### config.mk
export PLATFORM = sky130hd
export DESIGN_NAME = dma_addr_engine
export DESIGN_NICKNAME = d
export VERILOG_FILES = /design/src/rtl/dma_ae_pkg.sv /design/src/rtl/dma_ae_wr_decode.sv /design/src/rtl/dma_ae_channel.sv /design/src/rtl/dma_ae_tc_collect.sv /design/src/rtl/dma_addr_engine.sv
export SDC_FILE = /design/constraint.sdc
export NUM_CORES = 1
export LEC_CHECK = 0
export BUFFER_PORTS_ARGS = -buffer_cell sky130_fd_sc_hd__buf_2
export CAP_MARGIN = 20
export CELL_PAD_IN_SITES_DETAIL_PLACEMENT = 1
export CELL_PAD_IN_SITES_GLOBAL_PLACEMENT = 2
export CORE_MARGIN = 2
export CORE_UTILIZATION = 37
export CTS_CLUSTER_SIZE = 28
export DETAILED_ROUTE_END_ITERATION = 16
export HOLD_SLACK_MARGIN = 0.15
export MAX_ROUTING_LAYER = met4
export PLACE_DENSITY_LB_ADDON = 0.25
export SETUP_SLACK_MARGIN = 0.5
export SYNTH_ARGS = -nofsm -noshare
export SYNTH_HDL_FRONTEND = slang
export SYNTH_SLANG_ARGS = --single-unit
export TNS_END_PERCENT = 1
### constraint.sdc
create_clock -name clk -period 3.9 [get_ports clk]
set_input_delay 0.39 -clock clk [delete_from_list [all_inputs] [get_ports clk]]
set_output_delay 0.39 -clock clk [all_outputs]
set_load 0.05 [all_outputs]
### src/rtl/dma_ae_pkg.sv
// Package: shared constants and types for the DMA address/count engine.
// Assumes a single clock domain and that all users agree on mode bit
// positions and write-target encodings defined here.
package dma_ae_pkg;

    // Write target selector carried on wr_sel.
    typedef enum logic [1:0] {
        WR_BASE_ADDR  = 2'd0,
        WR_BASE_COUNT = 2'd1,
        WR_MODE       = 2'd2,
        WR_NONE       = 2'd3
    } wr_target_e;

    // Mode byte bit positions.
    localparam int MODE_DIR_BIT  = 5;  // 1: address counts down
    localparam int MODE_AUTO_BIT = 4;  // 1: reload from base at terminal count

endpackage

### src/rtl/dma_ae_wr_decode.sv
// Module: dma_ae_wr_decode
// Turns one register write into per-channel load strobes. Base writes are
// steered by the channel field; mode writes are steered by the low bits of
// the written value. Assumes at most one write per cycle.
module dma_ae_wr_decode
    import dma_ae_pkg::*;
#(
    parameter int NUM_CH = 4,
    localparam int CH_W  = (NUM_CH > 1) ? $clog2(NUM_CH) : 1
) (
    input  logic              clk,
    input  logic              rst_n,
    input  logic              wr_en,
    input  logic [1:0]        wr_sel,
    input  logic [CH_W-1:0]   wr_chan,
    input  logic [CH_W-1:0]   mode_chan,
    output logic [NUM_CH-1:0] ld_addr,
    output logic [NUM_CH-1:0] ld_count,
    output logic [NUM_CH-1:0] ld_mode
);

    wr_target_e target;

    // Interpret the selector as a write target.
    always_comb begin
        target = wr_target_e'(wr_sel);
    end

    for (genvar ch = 0; ch < NUM_CH; ch++) begin : g_dec
        // Per-channel strobe generation for each write target.
        always_comb begin
            ld_addr[ch]  = wr_en && (target == WR_BASE_ADDR)  && (wr_chan == CH_W'(ch));
            ld_count[ch] = wr_en && (target == WR_BASE_COUNT) && (wr_chan == CH_W'(ch));
            ld_mode[ch]  = wr_en && (target == WR_MODE)       && (mode_chan == CH_W'(ch));
        end
    end

    AST_ONE_LOAD_TARGET: assert property (@(posedge clk) disable iff (!rst_n)
        $onehot0({ld_addr, ld_count, ld_mode}));

endmodule

### src/rtl/dma_ae_channel.sv
// Module: dma_ae_channel
// State of one DMA channel: base and current address, base and current
// count, mode byte and sticky terminal flag. Assumes the strobe input is
// already qualified for this channel. A base write wins over a strobe in
// the same cycle; a mode write does not block a strobe, which then uses the
// previous mode byte.
module dma_ae_channel
    import dma_ae_pkg::*;
#(
    parameter int ADDR_W = 16,
    parameter int CNT_W  = 16,
    parameter int MODE_W = 8,
    localparam int DATA_W = (ADDR_W > CNT_W) ? ADDR_W : CNT_W
) (
    input  logic              clk,
    input  logic              rst_n,
    input  logic              ld_addr,
    input  logic              ld_count,
    input  logic              ld_mode,
    input  logic [DATA_W-1:0] wr_data,
    input  logic              stb,
    output logic [ADDR_W-1:0] cur_addr,
    output logic [CNT_W-1:0]  cur_count,
    output logic [MODE_W-1:0] mode,
    output logic              tc_flag,
    output logic              tc_hit
);

    localparam logic [ADDR_W-1:0] A_ONE = ADDR_W'(1);
    localparam logic [CNT_W-1:0]  C_ONE = CNT_W'(1);

    logic [ADDR_W-1:0] base_addr;
    logic [CNT_W-1:0]  base_count;
    logic [ADDR_W-1:0] addr_stepped;
    logic              count_down;
    logic              auto_init;
    logic              halted;
    logic              base_wr;
    logic              step;
    logic              at_end;

    // Decode mode bits and the run/stop condition.
    always_comb begin
        count_down = mode[MODE_DIR_BIT];
        auto_init  = mode[MODE_AUTO_BIT];
        halted     = tc_flag && !auto_init;
        base_wr    = ld_addr || ld_count;
        step       = stb && !halted && !base_wr;
        at_end     = (cur_count == '0);
        tc_hit     = step && at_end;
    end

    // Next address one step in the programmed direction.
    always_comb begin
        addr_stepped = count_down ? (cur_addr - A_ONE) : (cur_addr + A_ONE);
    end

    // Base registers, loaded only by writes.
    always_ff @(posedge clk) begin
        if (!rst_n) begin
            base_addr  <= '0;
            base_count <= '0;
        end else begin
            if (ld_addr)  base_addr  <= wr_data[ADDR_W-1:0];
            if (ld_count) base_count <= wr_data[CNT_W-1:0];
        end
    end

    // Current address: write load, auto-init reload or step.
    always_ff @(posedge clk) begin
        if (!rst_n) begin
            cur_addr <= '0;
        end else if (ld_addr) begin
            cur_addr <= wr_data[ADDR_W-1:0];
        end else if (step) begin
            cur_addr <= (at_end && auto_init) ? base_addr : addr_stepped;
        end
    end

    // Current count: write load, terminal wrap/reload or decrement.
    always_ff @(posedge clk) begin
        if (!rst_n) begin
            cur_count <= '0;
        end else if (ld_count) begin
            cur_count <= wr_data[CNT_W-1:0];
        end else if (step) begin
            if (at_end) cur_count <= auto_init ? base_count : '1;
            else        cur_count <= cur_count - C_ONE;
        end
    end

    // Mode byte storage.
    always_ff @(posedge clk) begin
        if (!rst_n)       mode <= '0;
        else if (ld_mode) mode <= wr_data[MODE_W-1:0];
    end

    // Sticky terminal flag: set on terminal strobe, cleared by a base write.
    always_ff @(posedge clk) begin
        if (!rst_n)       tc_flag <= 1'b0;
        else if (base_wr) tc_flag <= 1'b0;
        else if (tc_hit)  tc_flag <= 1'b1;
    end

    AST_ADDR_LOAD: assert property (@(posedge clk) disable iff (!rst_n)
        ld_addr |=> (cur_addr == $past(wr_data[ADDR_W-1:0])));

    AST_COUNT_LOAD: assert property (@(posedge clk) disable iff (!rst_n)
        ld_count |=> (cur_count == $past(wr_data[CNT_W-1:0])));

    AST_COUNT_DEC: assert property (@(posedge clk) disable iff (!rst_n)
        (step && !at_end) |=> (cur_count == $past(cur_count) - C_ONE));

    AST_ADDR_DOWN: assert property (@(posedge clk) disable iff (!rst_n)
        (step && count_down && !(at_end && auto_init)) |=>
            (cur_addr == $past(cur_addr) - A_ONE));

    AST_TC_SETS_FLAG: assert property (@(posedge clk) disable iff (!rst_n)
        tc_hit |=> tc_flag);

    AST_AUTO_RELOAD: assert property (@(posedge clk) disable iff (!rst_n)
        (tc_hit && auto_init) |=> (cur_count == base_count && cur_addr == base_addr));

    AST_HALT_FREEZE: assert property (@(posedge clk) disable iff (!rst_n)
        (halted && !base_wr) |=> ($stable(cur_addr) && $stable(cur_count)));

endmodule

### src/rtl/dma_ae_tc_collect.sv
// Module: dma_ae_tc_collect
// Merges the per-channel terminal events into one registered pulse.
// Assumes at most one channel reports a terminal event per cycle, since
// only one channel can be strobed at a time.
module dma_ae_tc_collect #(
    parameter int NUM_CH = 4
) (
    input  logic              clk,
    input  logic              rst_n,
    input  logic [NUM_CH-1:0] tc_hit,
    output logic              tc_pulse
);

    // Register the OR of all terminal events for one cycle.
    always_ff @(posedge clk) begin
        if (!rst_n) tc_pulse <= 1'b0;
        else        tc_pulse <= |tc_hit;
    end

    AST_SINGLE_TC: assert property (@(posedge clk) disable iff (!rst_n)
        $onehot0(tc_hit));

    AST_PULSE_FOLLOWS: assert property (@(posedge clk) disable iff (!rst_n)
        (|tc_hit) |=> tc_pulse);

    AST_PULSE_ONLY_AFTER_TC: assert property (@(posedge clk) disable iff (!rst_n)
        !(|tc_hit) |=> !tc_pulse);

endmodule

### src/rtl/dma_addr_engine.sv
// Module: dma_addr_engine (top)
// Address and count engine for NUM_CH DMA channels. Decodes register
// writes, qualifies the transfer strobe for the named channel, keeps each
// channel's state in its own instance and flattens it onto the outputs.
// Assumes the strobe comes from a sequencer that serves one channel a cycle.
module dma_addr_engine
    import dma_ae_pkg::*;
#(
    parameter int NUM_CH = 4,
    parameter int ADDR_W = 16,
    parameter int CNT_W  = 16,
    parameter int MODE_W = 8,
    localparam int CH_W   = (NUM_CH > 1) ? $clog2(NUM_CH) : 1,
    localparam int DATA_W = (ADDR_W > CNT_W) ? ADDR_W : CNT_W
) (
    input  logic                     clk,
    input  logic                     rst_n,
    input  logic                     wr_en,
    input  logic [1:0]               wr_sel,
    input  logic [CH_W-1:0]          wr_chan,
    input  logic [DATA_W-1:0]        wr_data,
    input  logic                     xfer_stb,
    input  logic [CH_W-1:0]          xfer_chan,
    output logic [NUM_CH*ADDR_W-1:0] cur_addr_o,
    output logic [NUM_CH*CNT_W-1:0]  cur_count_o,
    output logic [NUM_CH*MODE_W-1:0] mode_o,
    output logic [NUM_CH-1:0]        tc_flag_o,
    output logic                     tc_pulse_o
);

    logic [NUM_CH-1:0] ld_addr;
    logic [NUM_CH-1:0] ld_count;
    logic [NUM_CH-1:0] ld_mode;
    logic [NUM_CH-1:0] ch_stb;
    logic [NUM_CH-1:0] tc_hit;

    dma_ae_wr_decode #(
        .NUM_CH (NUM_CH)
    ) i_wr_decode (
        .clk       (clk),
        .rst_n     (rst_n),
        .wr_en     (wr_en),
        .wr_sel    (wr_sel),
        .wr_chan   (wr_chan),
        .mode_chan (wr_data[CH_W-1:0]),
        .ld_addr   (ld_addr),
        .ld_count  (ld_count),
        .ld_mode   (ld_mode)
    );

    for (genvar ch = 0; ch < NUM_CH; ch++) begin : g_ch
        // Route the transfer strobe only to the named channel.
        always_comb begin
            ch_stb[ch] = xfer_stb && (xfer_chan == CH_W'(ch));
        end

        dma_ae_channel #(
            .ADDR_W (ADDR_W),
            .CNT_W  (CNT_W),
            .MODE_W (MODE_W)
        ) i_channel (
            .clk       (clk),
            .rst_n     (rst_n),
            .ld_addr   (ld_addr[ch]),
            .ld_count  (ld_count[ch]),
            .ld_mode   (ld_mode[ch]),
            .wr_data   (wr_data),
            .stb       (ch_stb[ch]),
            .cur_addr  (cur_addr_o[ch*ADDR_W +: ADDR_W]),
            .cur_count (cur_count_o[ch*CNT_W +: CNT_W]),
            .mode      (mode_o[ch*MODE_W +: MODE_W]),
            .tc_flag   (tc_flag_o[ch]),
            .tc_hit    (tc_hit[ch])
        );
    end

    dma_ae_tc_collect #(
        .NUM_CH (NUM_CH)
    ) i_tc_collect (
        .clk      (clk),
        .rst_n    (rst_n),
        .tc_hit   (tc_hit),
        .tc_pulse (tc_pulse_o)
    );

    AST_STB_ONE_CHANNEL: assert property (@(posedge clk) disable iff (!rst_n)
        $onehot0(ch_stb));

endmodule

==> flow_summary.ini <==
[min_path]
hp-class = primary input to register
min_path_cells = 4
hp-start = xfer_chan[0]
min_to = g_ch[0].i_channel.tc_flag

[logic_synthesis]
synth_nets = 2181
synth_warnings = 0
synth-main-ff-cell = dfxtp_1
postSynthAreaPerCell_um2 = 7.766
synth-seq-cells = 293
synthCells = 2087
synth-edff-count = 0
syn-cell-area_mm2 = 0.01621
ys_types = 91
yosysTopAreaCellShare = 0.3619
ys_top_cells_by_area = dfxtp_1, nand2_1, a21oi_1
yosysTopAreaCell = dfxtp_1
synth_seq_area_share = 0.3619
ys_async_sr_fraction = 0

[placement]
portBuffers = 190
place_congestion = 0.8655
dp_hpwl_mm = 43.36

[floorplanning]
die_y_um = 213.3
ios = 191
rows = 76
coreArea_mm2 = 0.04317
die_w_um = 213.3
die-area_mm2 = 0.04549
initial_utilization = 0.3754

[finish]
final_net_count = 2317
final_layout_size_suffix_gt1_frac = 0.1443
areaGrowthSynthToFinish_pct = 17.41
n_fill_cell = 5311

[worst_setup_path]
slowest_delay_ns = 0.81
crit_type = register to register
worst-endpoint-required_ns = 4.33
r2r_setup_slack_ns = 1.01
end_kind = register
worstSetupStartpointType = register
timing.rr.start = g_ch[2].i_channel.mode[5]
cp_cell_sequence = ha_1 -> a21o_1 -> a211oi_1 -> o311ai_1 -> a311oi_1 -> xor2_1 -> o22ai_1
reg2reg_depth = 7
worstPathArrival_ns = 3.32
crit_fanout = 18
r2r_end = g_ch[2].i_channel.cur_addr[14]
cp_slowest_cell = dfxtp_1

[clock_tree]
cts_buffers = 38
hold_buffers = 0
cts_buffer_depth = 3
tritoncts = built
post_cts_buffers = 0
clock_sink_count = 293
cts_htree_levels = 2
path_clk_slew_ns = 0.06
clk_root_buffer_cell = clkbuf_16
clkLatencyLatePin_ns = 0.56
ctsResizeCount = 0

[timing]
skew_ns = 0.01302
layout_min_cycle_time_ns = 2.888
setup_viol = 0
tns_ns = 0
clock.fmax_mhz = 346.2
fin_crit_sh = 0.7405
tightest_slew_ns = 1.037
finalHoldViolations = 0
drv_slew = 0
rsz0062_at_grt = no
whs_ns = 0.2649
slew_headroom = 0.3064

[routing]
drc_errors = 0
first_pass_iters = 5
via_per_inst = 5.926
vias = 16850
wl_mm = 63.39
wl_per_cell_um = 22.30
ant_nets = 0
drt_iter0_drc = 1189

[power_and_ir_drop]
switching_power_w = 0.002936
pwr-share-seq = 0.370
leakage_nw = 7.603
p_sw_frac = 0.3311
p_per_area_mw_per_mm2 = 466.0
ir_drop_uv = 266.6
internal_power_w = 0.005932
power_frac_clock = 0.423
comb_power_share = 0.207

[status]
status = complete, no violations

[grt]
grt_pass1_wl_mm = 98.08
grt_use_total = 0.2846
grt_antenna_before_repair = 5
grt_max_degree = 128
grt_pass1_vias = 16960
overflow = 0

[run]
maxCapViolCount = 0
[synthesized netlist by cell type (13+ instances only)]
library cell	count
and3_1	26
o211ai_1	28
a21oi_1	254
nand2_1	438
inv_1	36
nor2_1	109
a21o_1	30
xnor2_1	27
xor2_1	15
o21ai_0	50
dfxtp_1	293
o21a_1	24
o21ai_1	18
buf_2	13
o22ai_1	17
nand3_1	63
nand3b_1	13
nand4_1	17
a31oi_1	72
or3_1	33
a222oi_1	17
ha_1	64
o221ai_1	23
clkbuf_1	107
mux2i_1	25
nor3_1	41
[kinds of logic (layout without fill, tap and decap cells)]
| logic type | after synthesis | in the layout | synth area share |
|---|---|---|---|
| simple gates | 832 | 832 | 0.2406 |
| compound gates | 652 | 652 | 0.2588 |
| flops | 293 | 293 | 0.3619 |
| buf+inv | 167 | 332 | 0.04061 |
| fa+ha+maj | 68 | 68 | 0.05435 |
| xor+xnor | 42 | 42 | 0.02270 |
| mux | 33 | 33 | 0.02100 |
| other cells | 0 | 6 | 0 |
[flip-flops by register name, summed over array words and instances, names as in the netlist]
name and flops:
i_tc_collect.tc_pulse 1, g_ch.i_channel.base_count 64, g_ch.i_channel.base_addr 64, g_ch.i_channel.tc_flag 4, g_ch.i_channel.cur_count 64, g_ch.i_channel.cur_addr 64, g_ch.i_channel.mode 32
[how the worst max path moves through the flow]
stage	to	start	cells past startpoint
2_1_floorplan	g_ch[1].i_channel.cur_addr[14]	g_ch[1].i_channel.mode[5]	7
3_3_place_gp	g_ch[2].i_channel.cur_addr[14]	g_ch[2].i_channel.mode[5]	7
3_5_place_dp	g_ch[1].i_channel.cur_addr[14]	g_ch[1].i_channel.cur_addr[0]	7
4_1_cts	g_ch[1].i_channel.cur_addr[14]	g_ch[1].i_channel.cur_addr[0]	7
5_1_grt	g_ch[1].i_channel.cur_addr[14]	g_ch[1].i_channel.mode[5]	8
6_report	g_ch[2].i_channel.cur_addr[14]	g_ch[2].i_channel.mode[5]	7
[metal layers]
layer / share of wire / global-route usage
met1: 0.46 / 0.3754
met2: 0.46 / 0.4470
met3: 0.051 / 0.03721
met4: 0.028 / 0.1023
met5: 0 / -
[final cells by class]
| cell class | count | area [um2] | share of cell area |
|---|---|---|---|
| Timing Repair Buffer | 226 | 1237 | 0.06503 |
| Sequential cell | 293 | 5866 | 0.3083 |
| Clock inverter | 12 | 168.9 | 0.008877 |
| Clock buffer | 57 | 1156 | 0.06076 |
| Multi-Input combinational cell | 1627 | 9707 | 0.5101 |
| Antenna cell | 6 | 15.01 | 0.0007891 |
| Inverter | 37 | 146.4 | 0.007693 |
| Tap cell | 585 | 732.0 | 0.03847 |
[critical path, delay by kind of cell (launching register included)]
family          cells  cell delay [ns]
flops               1             0.81
compound gates      5             1.34
fa+ha+maj           1             0.41
xor+xnor            1             0.19
[metrics by stage]
stage	total power, W	setup WS (ns)	util	instance area (um2)	cells
global placement	0.005123	1.135	0.4095	17680	2767
CTS	0.008919	1.008	0.4404	19010	2837
detailed placement	0.005156	1.040	0.4097	17690	2768
global route	0.009204	0.7822	0.4407	19030	2842
finish	0.008867	1.012	0.4408	19030	2843
floorplan	0.004602	0.8820	-	16210	2087
[placed cells by master, fill, tap and decap left out, types with 25 or more instances in the layout]
| cell type | count |
|---|---|
| nand2_1 | 438 |
| dfxtp_1 | 293 |
| a21oi_1 | 254 |
| buf_2 | 190 |
| nor2_1 | 109 |
| a31oi_1 | 72 |
| ha_1 | 64 |
| nand3_1 | 63 |
| o21ai_0 | 50 |
| clkbuf_16 | 41 |
| nor3_1 | 38 |
| inv_1 | 36 |
| buf_4 | 34 |
| or3_1 | 33 |
| a21o_1 | 30 |
| o211ai_1 | 28 |
| xnor2_1 | 27 |
| and3_1 | 26 |
| mux2i_1 | 25 |
[power groups by stage]
stage / sequential [W] / combinational, W / clock [W]
detailed placement: 0.00334 / 0.00182 / 0
global route: 0.00330 / 0.00199 / 0.00392
global placement: 0.00334 / 0.00179 / 0
finish: 0.00328 / 0.00184 / 0.00375
floorplan: 0.00360 / 0.00100 / 0
CTS: 0.00328 / 0.00183 / 0.00382
Note: power is estimated with default switching activity, not from simulation.
